===== src/rtl/cmt_pkg.sv =====
package cmt_pkg;
   localparam int unsigned AW    = 5;
   localparam int unsigned NFLAG = 6;

   localparam logic [AW-1:0] OFS_CTRL = 5'h00;
   localparam logic [AW-1:0] OFS_MODE = 5'h01;
   localparam logic [AW-1:0] OFS_IO   = 5'h02;
   localparam logic [AW-1:0] OFS_IE   = 5'h04;
   localparam logic [AW-1:0] OFS_STAT = 5'h05;
   localparam logic [AW-1:0] OFS_CNT  = 5'h06;
   localparam logic [AW-1:0] OFS_CMPA = 5'h08;
   localparam logic [AW-1:0] OFS_CMPB = 5'h0A;
   localparam logic [AW-1:0] OFS_CMPC = 5'h0C;
   localparam logic [AW-1:0] OFS_CMPD = 5'h0E;

   typedef enum logic [1:0] {ACT_KEEP, ACT_LOW, ACT_HIGH, ACT_FLIP} pin_act_e;

   // clear-source code to a one-hot over compare registers A..D
   function automatic logic [3:0] clr_onehot(input logic [2:0] code);
      case (code)
         3'd1:    return 4'b0001;
         3'd2:    return 4'b0010;
         3'd5:    return 4'b0100;
         3'd6:    return 4'b1000;
         default: return 4'b0000;
      endcase
   endfunction

   function automatic pin_act_e match_action(input logic [3:0] code);
      case (code)
         4'd1, 4'd5: return ACT_LOW;
         4'd2, 4'd6: return ACT_HIGH;
         4'd3, 4'd7: return ACT_FLIP;
         default:    return ACT_KEEP;
      endcase
   endfunction

   function automatic logic is_capture(input logic [3:0] code);
      return (code == 4'd8) || (code == 4'd9) || (code == 4'd10);
   endfunction

   // log2 of the internal divide ratio for codes 0..5
   function automatic logic [3:0] div_shift(input logic [2:0] code);
      return {code, 1'b0};
   endfunction
endpackage


===== src/rtl/cmt_prescale.sv =====
module cmt_prescale
   import cmt_pkg::*;
#(
   parameter int unsigned PRE_W       = 10,
   parameter int unsigned SYNC_STAGES = 2
)(
   input  logic       clk,
   input  logic       rst_n,
   input  logic       run,
   input  logic [2:0] ratio,
   input  logic [1:0] edge_sel,
   input  logic       ext_clk,
   output logic       tick
);
   if (PRE_W < 10) begin : g_bad_pre
      $error("cmt_prescale: PRE_W must cover a divide by 1024");
   end
   if (SYNC_STAGES < 2) begin : g_bad_sync
      $error("cmt_prescale: SYNC_STAGES must be at least 2");
   end

   logic [PRE_W-1:0]       pre_q;
   logic [PRE_W-1:0]       mask;
   logic [SYNC_STAGES-1:0] ext_sy;
   logic                   ext_prev;
   logic                   ext_now;
   logic                   ext_edge;
   logic                   int_tick;

   always_ff @(posedge clk or negedge rst_n) begin
      if (!rst_n)    pre_q <= '0;
      else if (!run) pre_q <= '0;
      else           pre_q <= pre_q + 1'b1;
   end

   always_ff @(posedge clk or negedge rst_n) begin
      if (!rst_n) begin
         ext_sy   <= '0;
         ext_prev <= 1'b0;
      end else begin
         ext_sy   <= {ext_sy[SYNC_STAGES-2:0], ext_clk};
         ext_prev <= ext_sy[SYNC_STAGES-1];
      end
   end

   assign ext_now = ext_sy[SYNC_STAGES-1];
   assign mask    = ~({PRE_W{1'b1}} << div_shift(ratio));
   assign int_tick = run && ((pre_q & mask) == mask);

   always_comb begin
      case (edge_sel)
         2'd0:    ext_edge = ext_now & ~ext_prev;
         2'd1:    ext_edge = ~ext_now & ext_prev;
         2'd2:    ext_edge = ext_now ^ ext_prev;
         default: ext_edge = 1'b0;
      endcase
   end

   always_comb begin
      if (ratio <= 3'd5)      tick = int_tick;
      else if (ratio == 3'd6) tick = run && ext_edge;
      else                    tick = 1'b0;
   end

   // at divide-by-4 two ticks never fall on adjacent cycles
   a_r3_quarter_spacing: assert property (@(posedge clk) disable iff (!rst_n)
      (tick && ratio == 3'd1) |=> (!tick || ratio != 3'd1));
   // a stopped channel produces no tick
   a_r2_no_tick_idle: assert property (@(posedge clk) disable iff (!rst_n)
      (!run && ratio <= 3'd5) |=> ($past(!run) && (pre_q == '0)));
endmodule


===== src/rtl/cmt_pin.sv =====
module cmt_pin
   import cmt_pkg::*;
#(
   parameter int unsigned SYNC_STAGES = 2
)(
   input  logic       clk,
   input  logic       rst_n,
   input  logic [3:0] cfg,
   input  logic       cfg_wr,
   input  logic [3:0] cfg_new,
   input  logic       match,
   input  logic       pin_in,
   output logic       pin_out,
   output logic       cap_now
);
   logic [SYNC_STAGES-1:0] sy;
   logic                   prev;
   logic                   cur;
   logic                   lvl_q;

   always_ff @(posedge clk or negedge rst_n) begin
      if (!rst_n) begin
         sy   <= '0;
         prev <= 1'b0;
      end else begin
         sy   <= {sy[SYNC_STAGES-2:0], pin_in};
         prev <= sy[SYNC_STAGES-1];
      end
   end

   assign cur = sy[SYNC_STAGES-1];

   always_comb begin
      case (cfg)
         4'd8:    cap_now = cur & ~prev;
         4'd9:    cap_now = ~cur & prev;
         4'd10:   cap_now = cur ^ prev;
         default: cap_now = 1'b0;
      endcase
   end

   always_ff @(posedge clk or negedge rst_n) begin
      if (!rst_n) begin
         lvl_q <= 1'b0;
      end else if (cfg_wr) begin
         if (cfg_new >= 4'd1 && cfg_new <= 4'd3)      lvl_q <= 1'b0;
         else if (cfg_new >= 4'd5 && cfg_new <= 4'd7) lvl_q <= 1'b1;
      end else if (match) begin
         case (match_action(cfg))
            ACT_LOW:  lvl_q <= 1'b0;
            ACT_HIGH: lvl_q <= 1'b1;
            ACT_FLIP: lvl_q <= ~lvl_q;
            default:  lvl_q <= lvl_q;
         endcase
      end
   end

   assign pin_out = lvl_q;

   // a start-low code drives the pin low on the next cycle
   a_r8_start_low: assert property (@(posedge clk) disable iff (!rst_n)
      (cfg_wr && cfg_new >= 4'd1 && cfg_new <= 4'd3) |=> !pin_out);
   // retain code leaves the pin alone on a match
   a_r8_retain: assert property (@(posedge clk) disable iff (!rst_n)
      (!cfg_wr && cfg == 4'd0) |=> $stable(pin_out));
endmodule


===== src/rtl/cmt_flags.sv =====
module cmt_flags
   import cmt_pkg::*;
(
   input  logic             clk,
   input  logic             rst_n,
   input  logic [NFLAG-1:0] set,
   input  logic             rd_stat,
   input  logic             wr_stat,
   input  logic [NFLAG-1:0] wdata,
   output logic [NFLAG-1:0] flags
);
   logic [NFLAG-1:0] armed_q;
   logic [NFLAG-1:0] clr;

   assign clr = wr_stat ? (armed_q & ~wdata) : '0;

   always_ff @(posedge clk or negedge rst_n) begin
      if (!rst_n) begin
         flags   <= '0;
         armed_q <= '0;
      end else begin
         flags <= set | (flags & ~clr);
         if (wr_stat)      armed_q <= '0;
         else if (rd_stat) armed_q <= armed_q | flags;
      end
   end

   // writing all ones never clears a flag
   a_r7_ones_keep: assert property (@(posedge clk) disable iff (!rst_n)
      (wr_stat && (&wdata)) |=> (($past(flags) & ~flags) == '0));
   // a new event wins over a same-cycle clear
   a_r7_set_wins: assert property (@(posedge clk) disable iff (!rst_n)
      (|set) |=> ((flags & $past(set)) == $past(set)));
endmodule


===== src/rtl/cmt_channel.sv =====
module cmt_channel
   import cmt_pkg::*;
#(
   parameter int unsigned CNT_W       = 16,
   parameter int unsigned BUS_W       = 16,
   parameter int unsigned NUM_CMP     = 4,
   parameter int unsigned RUN_W       = 8,
   parameter int unsigned CHAN_IDX    = 0,
   parameter int unsigned SYNC_STAGES = 2,
   parameter int unsigned PRE_W       = 10
)(
   input  logic             clk,
   input  logic             rst_n,
   input  logic [AW-1:0]    bus_addr,
   input  logic             bus_wr,
   input  logic             bus_rd,
   input  logic [BUS_W-1:0] bus_wdata,
   output logic [BUS_W-1:0] bus_rdata,
   input  logic [RUN_W-1:0] run_vec,
   input  logic             sync_clr,
   input  logic             ext_clk,
   input  logic             pin_a_in,
   input  logic             pin_b_in,
   output logic             pin_a_out,
   output logic             pin_b_out,
   output logic             irq
);
   localparam int unsigned MAX_CMP = 4;
   localparam int unsigned NPIN    = 2;

   if (CNT_W < 2 || CNT_W > BUS_W) begin : g_bad_cnt
      $error("cmt_channel: CNT_W must lie in 2..BUS_W");
   end
   if (BUS_W < 8) begin : g_bad_bus
      $error("cmt_channel: BUS_W must be at least 8");
   end
   if (NUM_CMP < NPIN || NUM_CMP > MAX_CMP) begin : g_bad_cmp
      $error("cmt_channel: NUM_CMP must lie in 2..4");
   end
   if (CHAN_IDX >= RUN_W) begin : g_bad_idx
      $error("cmt_channel: CHAN_IDX outside run vector");
   end

   logic [7:0]         ctrl_q, io_q, ie_q;
   logic [3:0]         mode_q;
   logic [CNT_W-1:0]   cnt_q;
   logic [CNT_W-1:0]   cmp_q [MAX_CMP];
   logic [MAX_CMP-1:0] match, cap, cap_mode;
   logic [NPIN-1:0]    pin_cap, pin_lvl, pin_in;
   logic [NFLAG-1:0]   flags, flag_set;
   logic               run, count_en, tick, clr_hit, sync_hit;
   logic               wr_ctrl, wr_mode, wr_io, wr_ie, wr_stat, wr_cnt, rd_stat;
   logic               unused_run;

   assign unused_run = ^run_vec;
   assign run        = run_vec[CHAN_IDX];
   assign count_en   = run && (mode_q == 4'd0);

   assign wr_ctrl = bus_wr && bus_addr == OFS_CTRL;
   assign wr_mode = bus_wr && bus_addr == OFS_MODE;
   assign wr_io   = bus_wr && bus_addr == OFS_IO;
   assign wr_ie   = bus_wr && bus_addr == OFS_IE;
   assign wr_stat = bus_wr && bus_addr == OFS_STAT;
   assign wr_cnt  = bus_wr && bus_addr == OFS_CNT;
   assign rd_stat = bus_rd && bus_addr == OFS_STAT;

   always_ff @(posedge clk or negedge rst_n) begin
      if (!rst_n) begin
         ctrl_q <= '0;
         mode_q <= '0;
         io_q   <= '0;
         ie_q   <= '0;
      end else begin
         if (wr_ctrl) ctrl_q <= bus_wdata[7:0];
         if (wr_mode) mode_q <= bus_wdata[3:0];
         if (wr_io)   io_q   <= bus_wdata[7:0];
         if (wr_ie)   ie_q   <= bus_wdata[7:0];
      end
   end

   cmt_prescale #(.PRE_W(PRE_W), .SYNC_STAGES(SYNC_STAGES)) u_pre (
      .clk(clk), .rst_n(rst_n), .run(count_en), .ratio(ctrl_q[2:0]),
      .edge_sel(ctrl_q[4:3]), .ext_clk(ext_clk), .tick(tick));

   assign pin_in = {pin_b_in, pin_a_in};

   for (genvar p = 0; p < NPIN; p++) begin : g_pin
      cmt_pin #(.SYNC_STAGES(SYNC_STAGES)) u_pin (
         .clk(clk), .rst_n(rst_n), .cfg(io_q[4*p +: 4]), .cfg_wr(wr_io),
         .cfg_new(bus_wdata[4*p +: 4]), .match(match[p]), .pin_in(pin_in[p]),
         .pin_out(pin_lvl[p]), .cap_now(pin_cap[p]));
   end

   assign pin_a_out = pin_lvl[0];
   assign pin_b_out = pin_lvl[1];

   for (genvar i = 0; i < MAX_CMP; i++) begin : g_cmp
      if (i < NUM_CMP) begin : g_on
         logic [CNT_W-1:0] val_q;
         logic             wr_me;
         assign wr_me = bus_wr && bus_addr == (OFS_CMPA + AW'(2 * i));
         if (i < NPIN) begin : g_cap
            assign cap_mode[i] = is_capture(io_q[4*i +: 4]);
            assign cap[i]      = pin_cap[i];
         end else begin : g_nocap
            assign cap_mode[i] = 1'b0;
            assign cap[i]      = 1'b0;
         end
         always_ff @(posedge clk or negedge rst_n) begin
            if (!rst_n)      val_q <= '1;
            else if (wr_me)  val_q <= bus_wdata[CNT_W-1:0];
            else if (cap[i]) val_q <= cnt_q;
         end
         assign cmp_q[i] = val_q;
         assign match[i] = tick && !cap_mode[i] && (cnt_q == val_q);
      end else begin : g_off
         assign cmp_q[i]    = '1;
         assign cap_mode[i] = 1'b0;
         assign cap[i]      = 1'b0;
         assign match[i]    = 1'b0;
      end
   end

   assign clr_hit  = |(match & clr_onehot(ctrl_q[7:5]));
   assign sync_hit = count_en && (ctrl_q[7:5] == 3'd3) && sync_clr;

   always_ff @(posedge clk or negedge rst_n) begin
      if (!rst_n)        cnt_q <= '0;
      else if (wr_cnt)   cnt_q <= bus_wdata[CNT_W-1:0];
      else if (sync_hit) cnt_q <= '0;
      else if (tick)     cnt_q <= clr_hit ? '0 : cnt_q + 1'b1;
   end

   assign flag_set = {1'b0,
                      tick && !wr_cnt && !sync_hit && !clr_hit && (&cnt_q),
                      match | cap};

   cmt_flags u_flags (
      .clk(clk), .rst_n(rst_n), .set(flag_set), .rd_stat(rd_stat),
      .wr_stat(wr_stat), .wdata(bus_wdata[NFLAG-1:0]), .flags(flags));

   assign irq = |(flags & ie_q[NFLAG-1:0]);

   always_comb begin
      bus_rdata = '0;
      case (bus_addr)
         OFS_CTRL: bus_rdata[7:0] = ctrl_q;
         OFS_MODE: bus_rdata[3:0] = mode_q;
         OFS_IO:   bus_rdata[7:0] = io_q;
         OFS_IE:   bus_rdata[7:0] = ie_q;
         OFS_STAT: bus_rdata[7:0] = {2'b10, flags};
         OFS_CNT:  bus_rdata = BUS_W'(cnt_q);
         OFS_CMPA: bus_rdata = BUS_W'(cmp_q[0]);
         OFS_CMPB: bus_rdata = BUS_W'(cmp_q[1]);
         OFS_CMPC: bus_rdata = BUS_W'(cmp_q[2]);
         OFS_CMPD: bus_rdata = BUS_W'(cmp_q[3]);
         default:  bus_rdata = '0;
      endcase
   end

   // with no run and no write the counter holds
   a_r2_hold_stopped: assert property (@(posedge clk) disable iff (!rst_n)
      (!run && !wr_cnt) |=> (cnt_q == $past(cnt_q)));
   // a compare A match with A selected as clear source returns to zero
   a_r4_clear_on_a: assert property (@(posedge clk) disable iff (!rst_n)
      (tick && ctrl_q[7:5] == 3'd1 && !cap_mode[0] && cnt_q == cmp_q[0] && !wr_cnt)
      |=> (cnt_q == '0));
   // wrapping past all ones raises the overflow flag
   a_r5_wrap_flag: assert property (@(posedge clk) disable iff (!rst_n)
      (tick && (&cnt_q) && !wr_cnt && !sync_hit && !clr_hit) |=> (cnt_q == '0 && flags[4]));
   // the interrupt holds until status or enable is written
   a_r10_irq_holds: assert property (@(posedge clk) disable iff (!rst_n)
      (irq && !wr_stat && !wr_ie) |=> irq);
   // a counter write wins over counting
   a_r12_write_wins: assert property (@(posedge clk) disable iff (!rst_n)
      wr_cnt |=> (cnt_q == $past(bus_wdata[CNT_W-1:0])));
endmodule


===== config.mk =====
export PLATFORM = sky130hd
export DESIGN_NAME = cmt_channel
export DESIGN_NICKNAME = d
export VERILOG_FILES = /design/src/rtl/cmt_pkg.sv /design/src/rtl/cmt_prescale.sv /design/src/rtl/cmt_pin.sv /design/src/rtl/cmt_flags.sv /design/src/rtl/cmt_channel.sv
export SDC_FILE = /design/constraint.sdc
export NUM_CORES = 1
export LEC_CHECK = 0
export BUFFER_PORTS_ARGS = -buffer_cell sky130_fd_sc_hd__buf_2
export CORE_MARGIN = 2
export CORE_UTILIZATION = 45
export DETAILED_ROUTE_END_ITERATION = 10
export SETUP_SLACK_MARGIN = 0.05
export SYNTH_ARGS = -nofsm -noshare
export SYNTH_HDL_FRONTEND = slang
export SYNTH_SLANG_ARGS = --single-unit

===== constraint.sdc =====
create_clock -name clk -period 2.3 [get_ports clk]
set_input_delay 0.23 -clock clk [delete_from_list [all_inputs] [get_ports clk]]
set_output_delay 0.23 -clock clk [all_outputs]
set_load 0.005 [all_outputs]

Word level (Yosys, flattened, before mapping)
Index checks and enable logic that the tools add are counted.
- add/subtract/negate cells: 2
- magnitude comparators: 9
- equal/unequal tests: 48
- shift-type cells: 1
- multiplexer cells: 37
- bitwise operators: 28
- reduce and logical (&&, ||, !) cells: 61
- operators with widths (operator ; number):
    16-bit 2-to-1 mux ; 8
    16-bit equality test ; 4
    4-bit case mux with 10 select lines ; 1
    8-bit case mux with 5 select lines ; 1
    4-bit case mux with 9 select lines ; 1
    1-bit logical AND ; 30
    4-bit by 3-bit equality test with 1-bit output (second input constant) ; 6
    4-bit equality test (second input constant) ; 6
    5-bit by 4-bit equality test with 1-bit output (second input constant) ; 4
    6-bit AND ; 3
    6-bit 2-to-1 mux ; 3
    16-bit by 1-bit adder with 16-bit output (second input constant) ; 1
    4-bit by 2-bit equality test with 1-bit output (second input constant) ; 4
    4-bit case mux with 4 select lines ; 1
    16-bit AND reduction ; 1
    5-bit by 3-bit equality test with 1-bit output (second input constant) ; 3
    1-bit case mux with 3 select lines ; 5
    6-bit inverter ; 2
    2-bit case mux with 3 select lines ; 2
    2-bit OR reduction ; 6
    10-bit by 1-bit adder with 10-bit output (second input constant) ; 1
    10-bit AND ; 1
    10-bit equality test ; 1
    2-bit equality test (second input constant) ; 5
    37 further kinds ; 86
- flip-flop bits (word level): 141
- word-level logic and storage cells: 206

Longest topological paths before layout
Gate-level depths: netlist of run 1.
- depth in word-level cells: 14
- mapped depth: 11
- mapped depth without buffers: 9

By module
Synthesis of run 1 repeated with hierarchy kept, for this count alone.
- cells, all modules: 842
- area, all modules: 8510.7 um^2
- by module, submodules not included (module ; times used ; cells an instance ; area an instance (um^2)):
    cmt_channel ; 1 ; 688 ; 6862.8
    cmt_prescale ; 1 ; 61 ; 658.1
    cmt_pin ; 2 ; 26 ; 270.3
    cmt_flags ; 1 ; 41 ; 449.2

Least setup slack after synthesis of run 1
No wires, ideal clock.
- kind: reg2reg
- from: register g_cmp[0].g_on.val_q[5]
- to: register g_pin[0].u_pin.lvl_q
- data arrival time: 1909 ps
- setup slack: 256 ps
- cell stages (with the launch flop): 8
- path buffers: 0
- clock period less this slack: 2044 ps
- cell sequence: dfstp_2 xor2_1 a2111oi_0 nand3_1 nor4_2 nand2b_1 a2111oi_0 nor3_1
- word-level cells in the longest chain between the ends: 4
- RTL lines (item ; RTL line ; RTL):
    start: declaration ; cmt_channel.sv:99 ; logic [CNT_W-1:0] val_q;
    start signal: assignment ; cmt_channel.sv:111 ; else if (wr_me) val_q <= bus_wdata[CNT_W-1:0];
    start signal: assignment ; cmt_channel.sv:112 ; else if (cap[i]) val_q <= cnt_q;
    16-bit equality test ; cmt_channel.sv:115 ; assign match[i] = tick && !cap_mode[i] && (cnt_q == val_q);
    1-bit logical AND ; cmt_channel.sv:115 ;
    2-bit nonzero test (no line) ; n/a ;
    3-bit AND reduction (no line) ; n/a ;
    end signal: assignment ; cmt_pin.sv:52 ; ACT_FLIP: lvl_q <= ~lvl_q;
    end signal: assignment ; cmt_pin.sv:53 ; default: lvl_q <= lvl_q;
    end: declaration ; cmt_pin.sv:19 ; logic lvl_q;
Every way passes these cells.
A chain may end at the register's enable or synchronous reset.

Final worst setup path of run 1
- from: register cnt_q[0]
- to: register g_pin[0].u_pin.lvl_q
- word-level cells in the longest chain between the ends: 4
- RTL lines (item ; RTL line ; RTL):
    start: declaration ; cmt_channel.sv:46 ; logic [CNT_W-1:0] cnt_q;
    start signal: assignment ; cmt_channel.sv:129 ; else if (wr_cnt) cnt_q <= bus_wdata[CNT_W-1:0];
    start signal: assignment ; cmt_channel.sv:131 ; else if (tick) cnt_q <= clr_hit ? '0 : cnt_q + 1'b1;
    16-bit equality test ; cmt_channel.sv:115 ;
    1-bit logical AND ; cmt_channel.sv:115 ;
    2-bit nonzero test (no line) ; n/a ;
    3-bit AND reduction (no line) ; n/a ;
Every way passes these cells.

==> metrics.yaml, run 1 <==
floorplan:
  rows: 49
  initial_core_util: 0.4570
  die_area_sq_um: 19280
  die_h_um: 138.8
  ios: 56
  die_width_um: 138.8
  core_sq_um: 17900
power_and_ir_drop:
  peakVddDrop_mv: 1.177
  p_sw_frac: 0.3494
  p_switching_mw: 3.811
  power.leakage_nw: 4.396
  seq_power_share: 0.374
  combinationalPowerShare: 0.361
  finalPower_mw: 10.91
  power.internal_mw: 7.097
  power_density_nw_per_um2: 1069
  pwr-share-clk: 0.265
detailed_routing:
  drc: 0
  drt-pass1-iter-count: 5
  drt_iter0_drc: 580
  postRouteWirelength_um: 26790
  wl_per_cell_um: 22.90
  via_count: 6881
  drt-vias-per-instance: 5.881
  postRouteAntennaNets: 0
grt:
  grt_first_pass_wirelength_um: 41680
  overflow: 0
  track_usage: 0.2826
  grt_max_degree: 65
  grt_pass1_vias: 7023
  antenna_found_initial: 0
worst_setup_path:
  rrSetupSlack_ns: 0.04
  crit_type: "reg2reg"
  r2r_cells: 7
  cp.arrival_ns: 2.56
  timing.rr.start: "cnt_q[0]"
  path_max_fanout: 6
  reg2reg_to: "g_pin[0].u_pin.pin_out"
  end_kind: "flop"
  cp-startpoint: "cnt_q[0]"
  critPathCapture: "g_pin[0].u_pin.pin_out"
  required_ns: 2.61
  start_kind: "flop"
clock_tree:
  insertion_delay_ns: 0.43
  cts_made_buffers: 17
  cts.sinks: 141
  h-tree-depth: 4
  cts_tree: "yes"
  cts_buffer_depth: 2
  ctsRootBufferMaster: "clkbuf_16"
  path_clk_slew_ns: 0.06
timing:
  finalSetupTns_ns: 0
  relSlewSlack: 0.5527
  slew_viol_final: 0
  finalSetupViolCount: 0
  rsz0062_at_grt: "true"
  timing.final.crit_period_ns: 2.255
  skew_ns: 0.007389
  timing.fmax_mhz: 443.5
  tightest_slew_ns: 0.6658
  finalCritPeriodShare: 0.9804
  hold_viol: 0
layout:
  drive_above_1_share: 0.3921
  syn_to_final_growth_pct: 24.71
  layout.nets: 975
  antenna_cells: 0
synthesis:
  synth_area_leader_cell: "dfrtp_1"
  synthCells: 804
  synth.yosys.warnings: 0
  synth_flop_cell: "dfrtp_1"
  synthTopCellsByCount: "nand2_1 (78), dfrtp_1 (77), mux2_2 (65)"
  synth-seq-area-share: 0.4410
  netlist_area_sq_um: 8182
  ys_ff_latch: 141
  yosysMostFrequentCell: "nand2_1"
  yosysTopAreaCellShare: 0.2355
  async_reset_ff_frac: 1.000
  syn_area_per_cell_sq_um: 10.18
  synth_cell_types: 57
  synth_edf_count: 0
  synth_fp_nets: 851
  ys_top_cells_by_area: "dfrtp_1 (24%), dfstp_2 (21%), mux2_2 (8.9%), xnor2_1 (5.4%), mux2i_1 (4.2%)"
job:
  max_cap_violations: 0
outcome:
  status: "completed"
placed_design:
  place.gp.congestion: 0.9644
  dp_hpwl_um: 19470
  port_buffers: 48
min_path:
  hp-class: "in2reg"
  whs_path_depth: 3
==> cells by family after synthesis <==
| group | count (synthesis) | share of synthesized area |
|---|---|---|
| and+or+nand+nor | 243 | 0.1517 |
| xor gates and xnor gates | 70 | 0.07494 |
| AOI/OAI and AO/OA | 172 | 0.1457 |
| DFF | 141 | 0.4410 |
| adders and majority gates | 10 | 0.01529 |
| muxes | 99 | 0.1311 |
| buffers and inverters | 69 | 0.04022 |
==> metrics by stage <==
step	cells	hold slack [ns]	instance area [sq um]	setup slack, ns	util
6_report	1170	0.06790	10200	0.04497	0.5700
5_1_grt	1170	0.07028	10200	-0.02444	0.5700
4_1_cts	1166	0.05805	10030	0.04578	0.5602
3_5_place_dp	1127	0.2762	9264	-0.2504	0.5175
3_3_place_gp	1127	0.2646	9264	-0.2090	0.5175
2_1_floorplan	804	-0.06559	8182	0.2563	-
==> how the worst min path moves through the flow <==
stage                  start                      end  slack (ns)
2_1_floorplan          rst_n                 cnt_q[0]       -0.07
3_3_place_gp           rst_n           u_pre.pre_q[6]        0.26
4_1_cts        bus_wdata[10]  g_cmp[1].g_on.val_q[10]        0.06
3_5_place_dp           rst_n           u_pre.pre_q[2]        0.28
5_1_grt        bus_wdata[10]  g_cmp[1].g_on.val_q[10]        0.07
6_report       bus_wdata[10]  g_cmp[1].g_on.val_q[10]        0.07
==> final cells by class <==
cell class	instances	area (sq um)
Fill cell	1573	7699
Clock inverter	6	68.82
Inverter	11	41.29
Sequential cell	141	3612
Timing Repair Buffer	163	1194
Clock buffer	26	551.8
Tap cell	229	286.5
Multi-Input combinational cell	594	4449
==> flip-flops by register name, indices dropped and copies added, names as in the netlist <==
signal	cells
u_pre.ext_prev	1
io_q	8
u_flags.flags	6
u_pre.ext_sy	2
u_pre.pre_q	10
g_pin.u_pin.sy	4
u_flags.armed_q	6
mode_q	4
g_pin.u_pin.prev	2
cnt_q	16
g_pin.u_pin.pin_out	2
ie_q	8
g_cmp.g_on.val_q	64
ctrl_q	8
==> power groups by stage <==
stage          combinational [mW]  sequential [mW]  clock, mW
3_3_place_gp                 3.51             4.04          0
2_1_floorplan                2.23             3.84          0
4_1_cts                      3.71             4.05       2.93
6_report                     3.94             4.08       2.89
5_1_grt                      4.22             4.16       3.04
3_5_place_dp                 3.55             4.08          0
==> per-layer routing <==
metal | share of wire | global-route usage | vias to the layer above | routed length, um
li1 | - | - | 3140 | -
met5 | 0 | 0 | - | 0
met3 | 0.058 | 0.07148 | 56 | 1551
met1 | 0.44 | 0.3725 | 3472 | 11830
met2 | 0.47 | 0.4571 | 213 | 12580
met4 | 0.031 | 0.09516 | 0 | 826
==> repair_timing <==
action                                 CTS  global route
setup buffers                            3             4
endpoints found under the hold margin   45             0
pin swaps                                8            11
hold buffers                             4             0
resized for setup                       17            26
setup endpoints to repair               21            19
gates cloned                             0             0
==> placed cells by master, fill, tap and decap left out, types with 5 or more instances in the layout <==
| cell type | synthesis | routed |
|---|---|---|
| a21oi_1 | 38 | 38 |
| a221oi_1 | 6 | 6 |
| a22o_1 | 8 | 8 |
| a22oi_1 | 45 | 45 |
| a22oi_2 | 9 | 9 |
| and2_1 | 6 | 5 |
| and3_1 | 7 | 7 |
| buf_12 | 0 | 5 |
| buf_2 | 15 | 47 |
| buf_4 | 7 | 103 |
| clkbuf_16 | 0 | 19 |
| clkbuf_8 | 0 | 5 |
| dfrtp_1 | 77 | 74 |
| dfstp_2 | 64 | 64 |
| ha_1 | 10 | 10 |
| inv_1 | 11 | 11 |
| mux2_2 | 65 | 65 |
| mux2i_1 | 34 | 34 |
| nand2_1 | 78 | 77 |
| nand2b_1 | 9 | 9 |
| nand3_1 | 15 | 12 |
| nand3b_1 | 7 | 7 |
| nand4_1 | 19 | 19 |
| nor2_1 | 45 | 45 |
| nor2b_1 | 15 | 15 |
| nor3_1 | 8 | 7 |
| nor4_1 | 10 | 6 |
| o21ai_0 | 30 | 30 |
| o22ai_1 | 14 | 13 |
| or3_1 | 5 | 5 |
| xnor2_1 | 50 | 44 |
| xnor2_2 | 0 | 5 |
| xor2_1 | 20 | 19 |
==> worst max-delay path, cell delays in order (launching register included) <==
cell	delay (ns)
dfrtp_1	0.38
buf_4	0.16
xnor2_1	0.27
nand4_1	0.27
nor4_4	0.42
nand2b_1	0.20
a2111oi_2	0.33
nor3_1	0.09
No activity file was read; power rests on OpenSTA's default activity.
==> run 2: changes to the inputs <==
--- a/config.mk
+++ b/config.mk
@@ -6,9 +6,10 @@
 export NUM_CORES = 1
 export LEC_CHECK = 0
 export BUFFER_PORTS_ARGS = -buffer_cell sky130_fd_sc_hd__buf_2
-export CORE_MARGIN = 2
+export CORE_MARGIN = 4
 export CORE_UTILIZATION = 45
 export DETAILED_ROUTE_END_ITERATION = 10
+export RECOVER_POWER = 25
 export SETUP_SLACK_MARGIN = 0.05
 export SYNTH_ARGS = -nofsm -noshare
 export SYNTH_HDL_FRONTEND = slang
==> metrics.yaml, run 2 (same netlist as run 1, synthesis figures left out) <==
min_path:
  hp-class: "in2reg"
detailed_routing:
  postRouteAntennaNets: 0
  drt-vias-per-instance: 5.981
  wl_per_cell_um: 22.99
  drc: 0
  via_count: 6902
  drt_iter0_drc: 655
  postRouteWirelength_um: 26530
  drt-pass1-iter-count: 8
worst_setup_path:
  path_max_fanout: 3
  crit_chain: "xor2_1, nor4_2, nand3_1, or2_4, nor4_4, a211oi_2, nor3_1"
  end_kind: "flop"
  critPathSlowestCell: "dfstp_2"
  start_kind: "flop"
  path_delay_family: "simple AND/OR/NAND/NOR gates"
  cp.arrival_ns: 2.62
  cpPeakStageDelay_ns: 0.56
  path_buf_inv: 0
  crit_type: "reg2reg"
  required_ns: 2.65
timing:
  timing.fmax_mhz: 440.0
  skew_ns: 0.01451
  hold_slack_ns: 0.05737
  rsz0062_at_grt: "true"
  setup_ws_ns: 0.02722
  tightest_slew_ns: 0.6823
  finalCritPeriodShare: 0.9882
  hold_viol: 0
  relSlewSlack: 0.5451
  finalSetupViolCount: 0
  slew_viol_final: 0
  timing.final.crit_period_ns: 2.273
grt:
  use_met1: 0.3596
  use_met2: 0.4251
  grt_pass1_vias: 6937
  antenna_found_initial: 1
  busiest_layer: "met2"
  grt_first_pass_wirelength_um: 41120
  overflow: 0
  grt_max_degree: 67
  use_met3: 0.05928
  track_usage: 0.2663
floorplan:
  die_h_um: 142.8
  core_sq_um: 17900
  ios: 56
  die_area_sq_um: 20400
  die_width_um: 142.8
  rows: 49
  initial_core_util: 0.4570
outcome:
  status: "completed"
power_and_ir_drop:
  peakVddDrop_mv: 0.6260
  power_density_nw_per_um2: 1079
  power.leakage_nw: 4.335
layout:
  top_regs: "g_cmp.g_on.val_q: 64 flops, cnt_q: 16 flops, u_pre.pre_q: 10 flops"
  syn_to_final_growth_pct: 24.51
  top_register: "g_cmp.g_on.val_q"
  fillers: 1585
  final_cell_mix: "buf_4 (87), nand2_1 (77), dfrtp_1 (68)"
  drive_above_1_share: 0.4004
  layout.nets: 958
  largest_reg_flops: 64
  final_cell_area_sq_um: 10190
  final_common_cell: "buf_4"
job:
  max_cap_violations: 0
clock_tree:
  insertion_delay_ns: 0.43
  path_clk_slew_ns: 0.06
  ctsRootBufferMaster: "clkbuf_16"
  cts_tree: "yes"
  cts_buffer_depth: 2
  cts.sinks: 141
  cts_made_buffers: 17
  h-tree-depth: 4
placed_design:
  place_area_sq_um: 9116
  port_buffers: 48
  dp_hpwl_um: 19040
  place.gp.congestion: 0.9507
  pre_cts_slack_ns: -0.1612
-- run 2: final cells by class --
| class | instances | area (sq um) | share of cell area |
|---|---|---|---|
| multi-input cells | 594 | 4542 | 0.4458 |
| inverters | 11 | 41.29 | 0.004053 |
| repair buffers | 146 | 1036 | 0.1017 |
| flip-flops and latches | 141 | 3620 | 0.3553 |
| diodes | 1 | 2.502 | 0.0002456 |
| clock inverters | 9 | 181.4 | 0.01781 |
| clock buffers | 23 | 478.0 | 0.04692 |
| well taps | 229 | 286.5 | 0.02813 |
-- run 2: repair_timing --
item | 4_1_cts | 5_1_grt
endpoints found under the hold margin | 37 | 0
buffers inserted | 0 | 8
resized for setup | 16 | 47
hold buffers | 4 | 0
pin swaps | 4 | 20
setup endpoints to repair | 19 | 19
-- run 2: power by group --
| group | switching [mW] | total, mW | leakage (nW) | internal [mW] |
|---|---|---|---|---|
| Combinational | 1.92 | 3.72 | 2.42 | 1.80 |
| Clock | 1.10 | 3.12 | 0.322 | 2.02 |
| Sequential | 0.758 | 4.16 | 1.59 | 3.40 |
| Total | 3.78 | 11.0 | 4.33 | 7.22 |
-- run 2: layer usage --
metal | wire [um] | part of all wire
met1 | 11260 | 0.42
met2 | 12790 | 0.48
met3 | 1828 | 0.069
met4 | 648 | 0.024
met5 | 0 | 0
-- run 2: worst reg2reg max path, stage by stage (launching register included) --
cell	delay [ns]
dfstp_2	0.56
xor2_1	0.13
nor4_2	0.36
nand3_1	0.22
or2_4	0.33
nor4_4	0.29
a211oi_2	0.11
nor3_1	0.19
-- run 2: path summary, 6_finish.rpt --
check	startpoint	to	slack, ns	cells past startpoint
max	g_cmp[1].g_on.val_q[4]	g_pin[1].u_pin.pin_out	0.03	7
min in group asynchronous	rst_n	u_pre.ext_sy[1]	0.37	2
max reg2reg	g_cmp[1].g_on.val_q[4]	g_pin[1].u_pin.pin_out	0.03	7
min	bus_wdata[8]	g_cmp[1].g_on.val_q[8]	0.06	3
min reg2reg	u_pre.ext_sy[0]	u_pre.ext_sy[1]	0.35	0
max in group asynchronous	rst_n	g_cmp[3].g_on.val_q[7]	1.14	3
-- run 2: stage by stage --
stage / total power [mW] / utilization / TNS [ns] / cells
finish: 10.99 / 0.5691 / 0 / 1154
detailed placement: 7.446 / 0.5092 / -1.536 / 1109
global placement: 7.368 / 0.5092 / -0.5319 / 1109
global route: 11.50 / 0.5689 / 0 / 1153
floorplan: 6.071 / - / 0 / 804
CTS: 10.73 / 0.5529 / 0 / 1145
==> run 3: changes to the inputs <==
--- a/config.mk
+++ b/config.mk
@@ -6,7 +6,6 @@
 export NUM_CORES = 1
 export LEC_CHECK = 0
 export BUFFER_PORTS_ARGS = -buffer_cell sky130_fd_sc_hd__buf_2
-export CORE_MARGIN = 4
 export CORE_UTILIZATION = 45
 export DETAILED_ROUTE_END_ITERATION = 10
 export RECOVER_POWER = 25
==> metrics.yaml, run 3 (same netlist as run 1, synthesis figures left out) <==
placed_design:
  place.gp.congestion: 0.9385
  port_buffers: 48
  placed_cells: 1113
  dp_hpwl_um: 18670
grt:
  track_usage: 0.2898
  grt_max_degree: 51
  grt_pass1_vias: 6999
  overflow: 0
  antenna_found_initial: 0
  grt_first_pass_wirelength_um: 39740
floorplan:
  ios: 56
  die_h_um: 136.8
  die_area_sq_um: 18730
  die_width_um: 136.8
  initial_core_util: 0.4665
  rows: 48
  core_sq_um: 17540
worst_setup_path:
  start_kind: "flop"
  path_max_fanout: 6
  cp.arrival_ns: 2.62
  end_kind: "flop"
  cp-startpoint: "g_cmp[3].g_on.val_q[7]"
  required_ns: 2.67
  timing.rr.start: "g_cmp[3].g_on.val_q[7]"
  crit_type: "reg2reg"
clock_tree:
  cts_made_buffers: 17
  cts_tree: "yes"
  ctsRootBufferMaster: "clkbuf_16"
  cts_buffer_depth: 2
  path_clk_slew_ns: 0.07
  h-tree-depth: 4
  insertion_delay_ns: 0.43
  cts.sinks: 141
timing:
  tightest_slew_ns: 1.324
  finalSetupViolCount: 0
  finalCritPeriodShare: 0.9754
  hold_viol: 0
  relSlewSlack: 0.1176
  slew_viol_final: 0
  timing.fmax_mhz: 445.7
  rsz0062_at_grt: "true"
  skew_ns: 0.009385
  timing.final.crit_period_ns: 2.243
detailed_routing:
  drt-vias-per-instance: 6.024
  drt_iter0_drc: 629
  wl_met3_um: 2125
  postRouteWirelength_um: 26000
  wl_met2_um: 12270
  postRouteAntennaNets: 0
  wl_per_cell_um: 22.43
  drt-pass1-iter-count: 5
  met1_length_um: 11130
  maxUsedRoutingLayer: "met4"
  drc: 0
  via_count: 6982
job:
  max_cap_violations: 0
layout:
  fillers: 1524
  drive_above_1_share: 0.4186
  utilization: 0.5809
  final_cells: 1159
  largest_reg_flops: 64
  syn_to_final_growth_pct: 24.51
  layout.nets: 968
  final_common_cell: "buf_4"
  antenna_cells: 0
  top_register: "g_cmp.g_on.val_q"
  final_cell_mix: "buf_4 (92), nand2_1 (76), dfrtp_1 (71)"
  top_regs: "g_cmp.g_on.val_q: 64 flops, cnt_q: 16 flops, u_pre.pre_q: 10 flops"
  multi_input_area_sq_um: 4576
  regArea_sq_um: 3616
power_and_ir_drop:
  power.leakage_nw: 4.333
  power_density_nw_per_um2: 1040
  peakVddDrop_mv: 0.6280
min_path:
  hold_start: "bus_wdata[9]"
  hp-class: "in2reg"
outcome:
  status: "completed"
## run 3: changes by cell type in the layout (fill, tap and decap cells not counted), moves of 3 or more
cell | previous run | this run
a21oi_1 | 36 | 32
a21oi_2 | 2 | 6
a22oi_1 | 45 | 41
a22oi_2 | 9 | 13
buf_4 | 87 | 92
bufinv_16 | 5 | 0
clkbuf_8 | 3 | 0
clkinvlp_4 | 0 | 5
dfrtp_1 | 68 | 71
dfrtp_2 | 9 | 6
inv_6 | 1 | 7
## run 3: through the flow
| step | area (sq um) | setup TNS [ns] | hold WS (ns) | power (mW) | setup WS, ns |
|---|---|---|---|---|---|
| after floorplan | 8182 | 0 | -0.06559 | 6.071 | 0.2563 |
| after global placement | 9159 | -1.778 | 0.2032 | 7.385 | -0.2178 |
| after detailed placement | 9159 | -2.133 | 0.2002 | 7.479 | -0.2649 |
| after CTS | 9915 | 0 | 0.04498 | 10.29 | 0.007824 |
| after global routing | 10190 | -0.06652 | 0.05714 | 11.08 | -0.02287 |
| final | 10190 | 0 | 0.05163 | 10.60 | 0.05654 |
## run 3: layer usage
| metal | GRT usage | vias to the layer above |
|---|---|---|
| li1 | - | 3136 |
| met1 | 0.3929 | 3482 |
| met2 | 0.4597 | 327 |
| met3 | 0.06296 | 37 |
| met4 | 0.09463 | 0 |
| met5 | 0 | - |
## run 3: power by group
| part | total [mW] | switching, mW | internal, mW |
|---|---|---|---|
| Clock | 2.62 | 1.21 | 1.41 |
| Sequential | 4.11 | 0.720 | 3.39 |
| Combinational | 3.86 | 1.95 | 1.92 |
| Total | 10.6 | 3.88 | 6.72 |
## run 3: area by class of cell
cell class	count	area share
multi-input combinational	594	0.4492
sequential	141	0.3549
clock buffer	17	0.04176
clock inverter	15	0.01253
tap	225	0.02763
inverter	11	0.004053
timing repair buffer	156	0.1099
## run 3: what timing repair did
action | CTS | global route
endpoints found under the hold margin | 34 | 0
gates resized for setup | 37 | 42
pin swaps | 13 | 22
endpoints found under the setup margin | 19 | 21
buffers inserted | 2 | 8
hold buffers | 4 | 0
## run 3: critical path, cell delays in order (launching register included)
cell and delay [ns]:
dfstp_2 0.57, xnor2_2 0.12, nand4_1 0.18, nor4_2 0.06, buf_4 0.15, a22o_1 0.20, nor3b_2 0.45, buf_4 0.26
o22ai_1 0.10, nand2_1 0.09
## run 3: path summary, 6_finish.rpt
path	end	slack [ns]	depth (start not counted)
worst max-delay path	cnt_q[5]	0.06	9
worst min-delay path	g_cmp[1].g_on.val_q[9]	0.05	3
worst max register to register	cnt_q[5]	0.06	9
worst min register to register	g_pin[1].u_pin.sy[1]	0.35	0
max in group asynchronous	g_cmp[1].g_on.val_q[6]	0.48	3
min in group asynchronous	u_pre.pre_q[7]	0.62	2
